<file path="src/rtl/pirq_pkg.sv">
package pirq_pkg;
  localparam int unsigned LINES_PER_BANK = 32;
  localparam int unsigned NUM_CLASSES    = 2;

  typedef enum logic {
    CLS_NORM = 1'b0,
    CLS_FAST = 1'b1
  } irq_cls_e;
endpackage

</file>
<file path="src/rtl/pirq_filter.sv">
module pirq_filter #(
  parameter int unsigned NLINE = 96,
  parameter pirq_pkg::irq_cls_e MATCH = pirq_pkg::CLS_NORM
) (
  input  logic [NLINE-1:0] req_i,
  input  logic [NLINE-1:0] mask_i,
  input  logic [NLINE-1:0] fast_i,
  output logic [NLINE-1:0] cand_o,
  output logic             any_o
);
  logic [NLINE-1:0] cls_sel;

  generate
    if (MATCH == pirq_pkg::CLS_FAST) begin : g_fast
      assign cls_sel = fast_i;
    end else begin : g_norm
      assign cls_sel = ~fast_i;
    end
  endgenerate

  assign cand_o = req_i & ~mask_i & cls_sel;
  assign any_o  = |cand_o;
endmodule

</file>
<file path="src/rtl/pirq_pick.sv">
module pirq_pick #(
  parameter int unsigned NLINE  = 96,
  parameter int unsigned PRIO_W = 6,
  localparam int unsigned VEC_W = $clog2(NLINE)
) (
  input  logic [NLINE-1:0]        cand_i,
  input  logic [NLINE*PRIO_W-1:0] prio_i,
  output logic [VEC_W-1:0]        win_o
);
  logic [PRIO_W-1:0] best;

  // ascending scan, "<=" lets a later (higher) index take a tie
  always_comb begin
    best  = '1;
    win_o = '0;
    for (int i = 0; i < NLINE; i++) begin
      if (cand_i[i] && (prio_i[i*PRIO_W +: PRIO_W] <= best)) begin
        best  = prio_i[i*PRIO_W +: PRIO_W];
        win_o = VEC_W'(i);
      end
    end
  end
endmodule

</file>
<file path="src/rtl/pirq_agree.sv">
module pirq_agree #(
  parameter int unsigned VEC_W = 7
) (
  input  logic             clk,
  input  logic             rst_n,
  input  logic             any_i,
  input  logic             glob_en_i,
  input  logic             rearm_i,
  input  logic [VEC_W-1:0] win_i,
  output logic             out_o,
  output logic [VEC_W-1:0] vec_o
);
  logic arm_q;
  logic out_q;
  logic [VEC_W-1:0] vec_q;
  logic fire;

  assign fire = (arm_q | rearm_i) & any_i & glob_en_i;

  always_ff @(posedge clk or negedge rst_n) begin
    if (!rst_n) begin
      arm_q <= 1'b1;
      out_q <= 1'b0;
      vec_q <= '0;
    end else if (fire) begin
      arm_q <= 1'b0;
      out_q <= 1'b1;
      vec_q <= win_i;
    end else if (rearm_i) begin
      arm_q <= 1'b1;
      out_q <= 1'b0;
    end
  end

  assign out_o = out_q;
  assign vec_o = vec_q;


  hold_until_rearm_chk: assert property (@(posedge clk) disable iff (!rst_n)
    out_q && !rearm_i |=> out_q && $stable(vec_q));


  rise_from_armed_chk: assert property (@(posedge clk) disable iff (!rst_n)
    $rose(out_q) |-> ($past(arm_q) || $past(rearm_i)));


  idle_keeps_arm_chk: assert property (@(posedge clk) disable iff (!rst_n)
    arm_q && !(any_i && glob_en_i) |=> arm_q && !out_q);


  rearm_drop_chk: assert property (@(posedge clk) disable iff (!rst_n)
    rearm_i && !(any_i && glob_en_i) |=> arm_q && !out_q);
endmodule

</file>
<file path="src/rtl/pirq_arbiter.sv">
module pirq_arbiter #(
  parameter int unsigned NBANK  = 3,
  parameter int unsigned PRIO_W = 6,
  localparam int unsigned NLINE = NBANK * pirq_pkg::LINES_PER_BANK,
  localparam int unsigned VEC_W = $clog2(NLINE)
) (
  input  logic                    clk,
  input  logic                    rst_n,
  input  logic [NLINE-1:0]        req_i,
  input  logic [NLINE-1:0]        mask_i,
  input  logic [NLINE-1:0]        fast_i,
  input  logic [NLINE*PRIO_W-1:0] prio_i,
  input  logic                    glob_en_i,
  input  logic [1:0]              rearm_i,
  output logic                    norm_irq_o,
  output logic                    fast_irq_o,
  output logic [VEC_W-1:0]        norm_vec_o,
  output logic [VEC_W-1:0]        fast_vec_o
);
  logic [NLINE-1:0] cand [pirq_pkg::NUM_CLASSES];
  logic             any  [pirq_pkg::NUM_CLASSES];
  logic [VEC_W-1:0] win  [pirq_pkg::NUM_CLASSES];
  logic             outc [pirq_pkg::NUM_CLASSES];
  logic [VEC_W-1:0] vecc [pirq_pkg::NUM_CLASSES];

  generate
    for (genvar c = 0; c < pirq_pkg::NUM_CLASSES; c++) begin : g_cls
      localparam pirq_pkg::irq_cls_e CLS = (c == 1) ? pirq_pkg::CLS_FAST : pirq_pkg::CLS_NORM;

      pirq_filter #(.NLINE(NLINE), .MATCH(CLS)) u_filt (
        .req_i  (req_i),
        .mask_i (mask_i),
        .fast_i (fast_i),
        .cand_o (cand[c]),
        .any_o  (any[c])
      );

      pirq_pick #(.NLINE(NLINE), .PRIO_W(PRIO_W)) u_pick (
        .cand_i (cand[c]),
        .prio_i (prio_i),
        .win_o  (win[c])
      );

      pirq_agree #(.VEC_W(VEC_W)) u_agree (
        .clk       (clk),
        .rst_n     (rst_n),
        .any_i     (any[c]),
        .glob_en_i (glob_en_i),
        .rearm_i   (rearm_i[c]),
        .win_i     (win[c]),
        .out_o     (outc[c]),
        .vec_o     (vecc[c])
      );


      win_is_cand_chk: assert property (@(posedge clk) disable iff (!rst_n)
        any[c] |-> cand[c][win[c]]);
    end
  endgenerate

  assign norm_irq_o = outc[0];
  assign fast_irq_o = outc[1];
  assign norm_vec_o = vecc[0];
  assign fast_vec_o = vecc[1];


  class_split_chk: assert property (@(posedge clk) disable iff (!rst_n)
    (cand[0] & cand[1]) == '0);
endmodule

</file>
<file path="config.mk">
export PLATFORM = sky130hd
export DESIGN_NAME = pirq_arbiter
export DESIGN_NICKNAME = d
export VERILOG_FILES = /design/src/rtl/pirq_pkg.sv /design/src/rtl/pirq_filter.sv /design/src/rtl/pirq_pick.sv /design/src/rtl/pirq_agree.sv /design/src/rtl/pirq_arbiter.sv
export SDC_FILE = /design/constraint.sdc
export NUM_CORES = 2
export LEC_CHECK = 0
export BUFFER_PORTS_ARGS = -buffer_cell sky130_fd_sc_hd__buf_2
export CAP_MARGIN = 10
export CORE_UTILIZATION = 36
export DETAILED_ROUTE_END_ITERATION = 8
export PLACE_DENSITY_LB_ADDON = 0.25
export SETUP_SLACK_MARGIN = 0.4
export SYNTH_ARGS = -nofsm -noshare
export SYNTH_HDL_FRONTEND = slang
export SYNTH_SLANG_ARGS = --single-unit
</file>
<file path="constraint.sdc">
create_clock -name clk -period 5.3 [get_ports clk]
set_clock_uncertainty 0.15 [all_clocks]
set_input_delay 0 -clock clk [delete_from_list [all_inputs] [get_ports clk]]
set_output_delay 0 -clock clk [all_outputs]
set_load 0.01 [all_outputs]
</file>
; ---- Word-level counts from Yosys, hierarchy flattened
; Cells that the tools add are included.
[word_totals]
reg_bits = 18
input_bits = 869
output_inout_bits = 16
elab_cells = 792
[classes]
order_cmp = 191
n_mux = 388
bitwise_logic = 11
reduce_logical = 196
[op_table]
columns = operator, n
row1 = 6-bit two-way mux, 254
row2 = 6-bit <= comparator, 190
row3 = 7-bit two-way mux, 64
row4 = 96-bit AND, 3
row5 = 1-bit logical AND, 192
row6 = 96-bit inverter, 2
row7 = 96-bit OR reduction, 2
row8 = 5-bit two-way mux, 32
row9 = 4-bit two-way mux, 16
row10 = 3-bit two-way mux, 8
row11 = 1-bit two-way mux, 10
row12 = 2-bit two-way mux, 4
row13 = 6-bit <= comparator (second input constant), 1
row14 = 1-bit AND, 4
row15 = 2-bit nonzero test, 2
row16 = 1-bit bitwise OR, 2

; ---- Depth between registers and ports, before layout
[logic_depth]
depth_word = 290
mapped_depth = 985

; ---- By module
; A second synthesis with hierarchy kept.
[hier_totals]
cells_unflattened = 9668
area_unflattened_um2 = 69704.4
[modules_own_cells]
columns = mod, n_inst, cells_each, area_each_um2, seq_area_each_um2
row1 = pirq_pick (g_cls[1].u_pick), 1, 4758, 33845.0, 0.0
row2 = pirq_pick (g_cls[0].u_pick), 1, 4516, 33101.7, 0.0
row3 = pirq_filter (g_cls[1].u_filt), 1, 223, 1062.3, 0.0
row4 = pirq_filter (g_cls[0].u_filt), 1, 129, 1007.2, 0.0
row5 = pirq_agree, 2, 21, 344.1, 226.5

; ---- Worst setup path after synthesis
; OpenSTA, ideal clock, no wires.
[synth_path]
path_kind = in2reg
startpoint = input port req_i[0]
endpoint = register g_cls[1].u_agree.vec_q[5]
setup_ns = 0.122
arrival_ns = 160.256
required_ns = 5.028
setup_slack_ns = -155.228
path_stages = 851
path_cell_list = buf_4 > nand3b_1 > nor2_1 > ha_1 > nor2b_2 > o21ai_0 > and4b_4 > o41ai_4 > buf_6 > a21oi_1 > ha_1 > nand2_1 > or4_2 > mux2i_1 > nor2_1 > o21ai_1 > buf_4 > nand2_1 > [815 not listed] > nand2b_1 > a21oi_1 > o21ai_0 > inv_1 > dlygate4sd3_1 > a221oi_2 > ha_1 > nor2b_1 > o21a_1 > o21a_1 > o21ai_0 > nand2b_1 > a21oi_1 > a31oi_1 > nor2_1 > nor2_1 > and3_1 > a32o_1
[synth_between]
elab_chain_len = 289
word_cells_on_any_way = 355
cone_classes = order compare: 95 / mux: 159 / bitwise: 4 / reduce/logical: 97
[synth_lines]
columns = element, line
row1 = "start, declared", pirq_arbiter.sv:9  ; input logic [NLINE-1:0] req_i,
row2 = 96-bit AND * (2 in a row), pirq_filter.sv:21  ; assign cand_o = req_i & ~mask_i & cls_sel;
row3 = 1-bit logical AND, pirq_pick.sv:17  ; if (cand_i[i] && (prio_i[i*PRIO_W +: PRIO_W] <= best)) begin
row4 = 6-bit two-way mux, pirq_pick.sv:17
row5 = 6-bit <= comparator, pirq_pick.sv:17
row6 = 1-bit logical AND, pirq_pick.sv:17
row7 = 6-bit two-way mux, pirq_pick.sv:17
row8 = 6-bit <= comparator, pirq_pick.sv:17
row9 = 1-bit logical AND, pirq_pick.sv:17
row10 = [272 not listed], --
row11 = 1-bit logical AND, pirq_pick.sv:17
row12 = 6-bit two-way mux, pirq_pick.sv:17
row13 = 6-bit <= comparator, pirq_pick.sv:17
row14 = 1-bit logical AND, pirq_pick.sv:17
row15 = 6-bit two-way mux, pirq_pick.sv:17
row16 = 6-bit <= comparator, pirq_pick.sv:17
row17 = 1-bit logical AND, pirq_pick.sv:17
row18 = 7-bit two-way mux, pirq_pick.sv:17
row19 = "end signal, assigned", pirq_agree.sv:28  ; vec_q <= win_i;
row20 = "end, declared", pirq_agree.sv:15  ; logic [VEC_W-1:0] vec_q;
; Mark *: on every way between the ends. The rest lies on a longest branch, timed or not.
; A chain may end at the register's enable or synchronous reset.

==> results.json <==
{
  "hold_ws_ns": 0.08699,
  "htree_levels": 1,
  "place_area_sq_mm": 0.1010,
  "worst_pin_slew_ns": 1.262,
  "setup_viol": 14,
  "cp_slowest_cell": "or4bb_4",
  "arrival_ns": 149.32,
  "period_minus_slack_ns": 149.33,
  "yosysMostFrequentCell": "nand2_1",
  "dieWidth_microns": 420.3,
  "drtIter0Drc": 5990,
  "synth.avg_cell_area_sq_um": 6.981,
  "synth_top_cell_area_share": 0.1514,
  "vias": 91890,
  "clk_latency_ns": 0.25,
  "startpoint": "mask_i[0]",
  "grt_pass1_wl_mm": 499.4,
  "track_usage": 0.3564,
  "place.port_buffers": 884,
  "cp.required_ns": 5.29,
  "failed_checks": "negative setup slack",
  "grt_max_degree": 19,
  "cp_common_cell": "ha_1",
  "outcome": "complete, but fails checks",
  "maxSlewHeadroom": 0.1567,
  "num-fill-cells": 15340,
  "r2r_setup_slack_ns": 2.85,
  "finalNetCount": 15770,
  "finalHoldViolations": 0,
  "ios": 885,
  "area_growth_syn_to_layout_pct": 78.08,
  "rows": 153,
  "die_area_sq_mm": 0.1766,
  "antenna_found_initial": 161,
  "numCtsBuffers": 3,
  "synth_area_sq_mm": 0.06298,
  "path_buf_inv": 92,
  "synthArstFlopShare": 1.000,
  "synth-seq-cells": 18,
  "cts.sinks": 18,
  "cp-end-kind": "register",
  "final-max-slew-violation-count": 0,
  "min_period_over_period": 28.17,
  "ys_top_cells_by_area": "ha_1 15%, nand2_1 6.0%, o21ai_0 5.5%",
  "design_area_sq_mm": 0.1122,
  "maxCapViolCount": 0,
  "regArea_sq_um": 452.9,
  "synthFlopType": "dfrtp_1",
  "grt-ovfl-total": 0,
  "synth_top_area_cell": "ha_1",
  "grt_pass1_vias": 88680,
  "die_h_microns": 420.3,
  "multi_input_area_sq_mm": 0.06671,
  "clock_tree.root_cell": "clkbuf_16",
  "coreArea_sq_mm": 0.1738,
  "synth_edf_count": 0,
  "synth_cells": 9021,
  "crit_type": "in -> reg",
  "drt_wl_total_mm": 340.4,
  "clock_path_buffers": 2,
  "ant_nets": 0,
  "synth_cell_type_count": 223,
  "synth.top_cells.by_count": "1002 x nand2_1, 797 x nor2_1, 762 x ha_1",
  "dp_hpwl_mm": 289.6,
  "reg2reg_from": "g_cls[0].u_agree.arm_q$_DFFE_PN1P_",
  "synth-seq-area-share": 0.007192,
  "fin_ws_ns": -144.03,
  "wl_per_cell_microns": 20.51,
  "cp_max_fo": 8,
  "path_delay_family": "compound AO/OA/AOI/OAI gates",
  "clk_pin_slew_ns": 0.06,
  "fmax_mhz": 6.697,
  "synth_warnings": 0,
  "rsz0062_at_grt": "true",
  "drt_pass1_iterations": 5,
  "start_util": 0.3623,
  "layout-drive-gt1-share": 0.5525,
  "cts_tree": "done",
  "cp_slowest_stage_delay_ns": 0.57,
  "gp_congestion": 1.060,
  "vias_per_cell": 5.537,
  "drc": 0,
  "crit_path_start_kind": "input pin",
  "syn-num-nets": 10650,
  "holdCritPathClass": "in -> async"
}
[placed cells by master, fill, tap and decap left out, types with 78 or more instances in the layout]
master and n:
xnor2_1 218, nor3_1 172, ha_1 586, a31oi_1 104, a21o_1 128, nand2_2 88, a21oi_2 246, inv_1 701
nand4_1 150, mux2i_1 174, o211ai_1 78, diode_2 133, nor2_1 685, buf_4 4394, nand2b_1 103, buf_2 886
o21ai_2 178, o21ai_0 342, nand3b_1 114, nand3_1 218, o21ai_1 198, or2_2 88, nor2_2 84, a21oi_1 294
ha_4 149, nor3b_1 93, nand2_1 901
[repair_timing]
item                       CTS  global route
gates cloned                17             2
buffers inserted           303           275
setup endpoints to repair   14            14
hold endpoints to repair    22             0
gates resized for setup    603           802
pin swaps                  491           744
hold buffers                 3             0
[cell families (layout without fill, tap and decap cells)]
logic type      after synthesis  count (layout)  synth area share
simple gates               3574            3578            0.2988
compound gates             2816            2825            0.3209
buf+inv                    1042            6144           0.09167
fa+ha+maj                   861             861            0.1672
mux                         418             418           0.07299
xor+xnor                    292             292           0.04115
flops                        18              18          0.007192
other cells                   0             133                 0
[state kept, by name, indices dropped and copies added (netlist names)]
signal               flops
g_cls.u_agree.vec_o     14
g_cls.u_agree.arm_q      2
g_cls.u_agree.out_o      2
[final timing paths]
check / end / cells past startpoint
setup / recovery: g_cls[1].u_agree.vec_o[5]$_DFFE_PN0P_ / 1115
hold reg to reg: g_cls[0].u_agree.out_o$_DFFE_PN0P_ / 1
hold / removal: g_cls[0].u_agree.out_o$_DFFE_PN0P_ / 2
setup reg to reg: g_cls[0].u_agree.vec_o[4]$_DFFE_PN0P_ / 7
min in group clk: g_cls[0].u_agree.vec_o[0]$_DFFE_PN0P_ / 5
max in group asynchronous: g_cls[1].u_agree.arm_q$_DFFE_PN1P_ / 2
[per-stage QoR]
| stage | worst slack [ns] | instances | TNS [ns] | util |
|---|---|---|---|---|
| after CTS | -141.84 | 16180 | -1983.11 | 0.6094 |
| after floorplan | -145.26 | 9021 | -1956.17 | - |
| after global placement | -142.91 | 15860 | -1998.18 | 0.5809 |
| final | -144.03 | 16590 | -1999.54 | 0.6452 |
| after detailed placement | -147.86 | 15860 | -2052.20 | 0.5809 |
| after global routing | -151.15 | 16580 | -2101.33 | 0.6450 |
[area by class of cell]
| cell class | count | area share |
|---|---|---|
| inverter | 758 | 0.02541 |
| clock buffer | 4 | 0.0007921 |
| timing repair buffer | 5382 | 0.3461 |
| sequential | 18 | 0.004039 |
| multi-input combinational | 7974 | 0.5948 |
| tap | 2325 | 0.02594 |
| antenna | 133 | 0.002968 |
[layer usage]
metal	vias to the layer above	wire length (microns)	GRT usage
met5	-	278	0
met4	40	26920	0.2545
met3	884	17920	0.03636
met2	3107	153500	0.5730
met1	43770	141800	0.4430
li1	44090	-	-
Power is not shown: default switching activity piles up to over one toggle a cycle in this logic, so the estimate is an artifact.
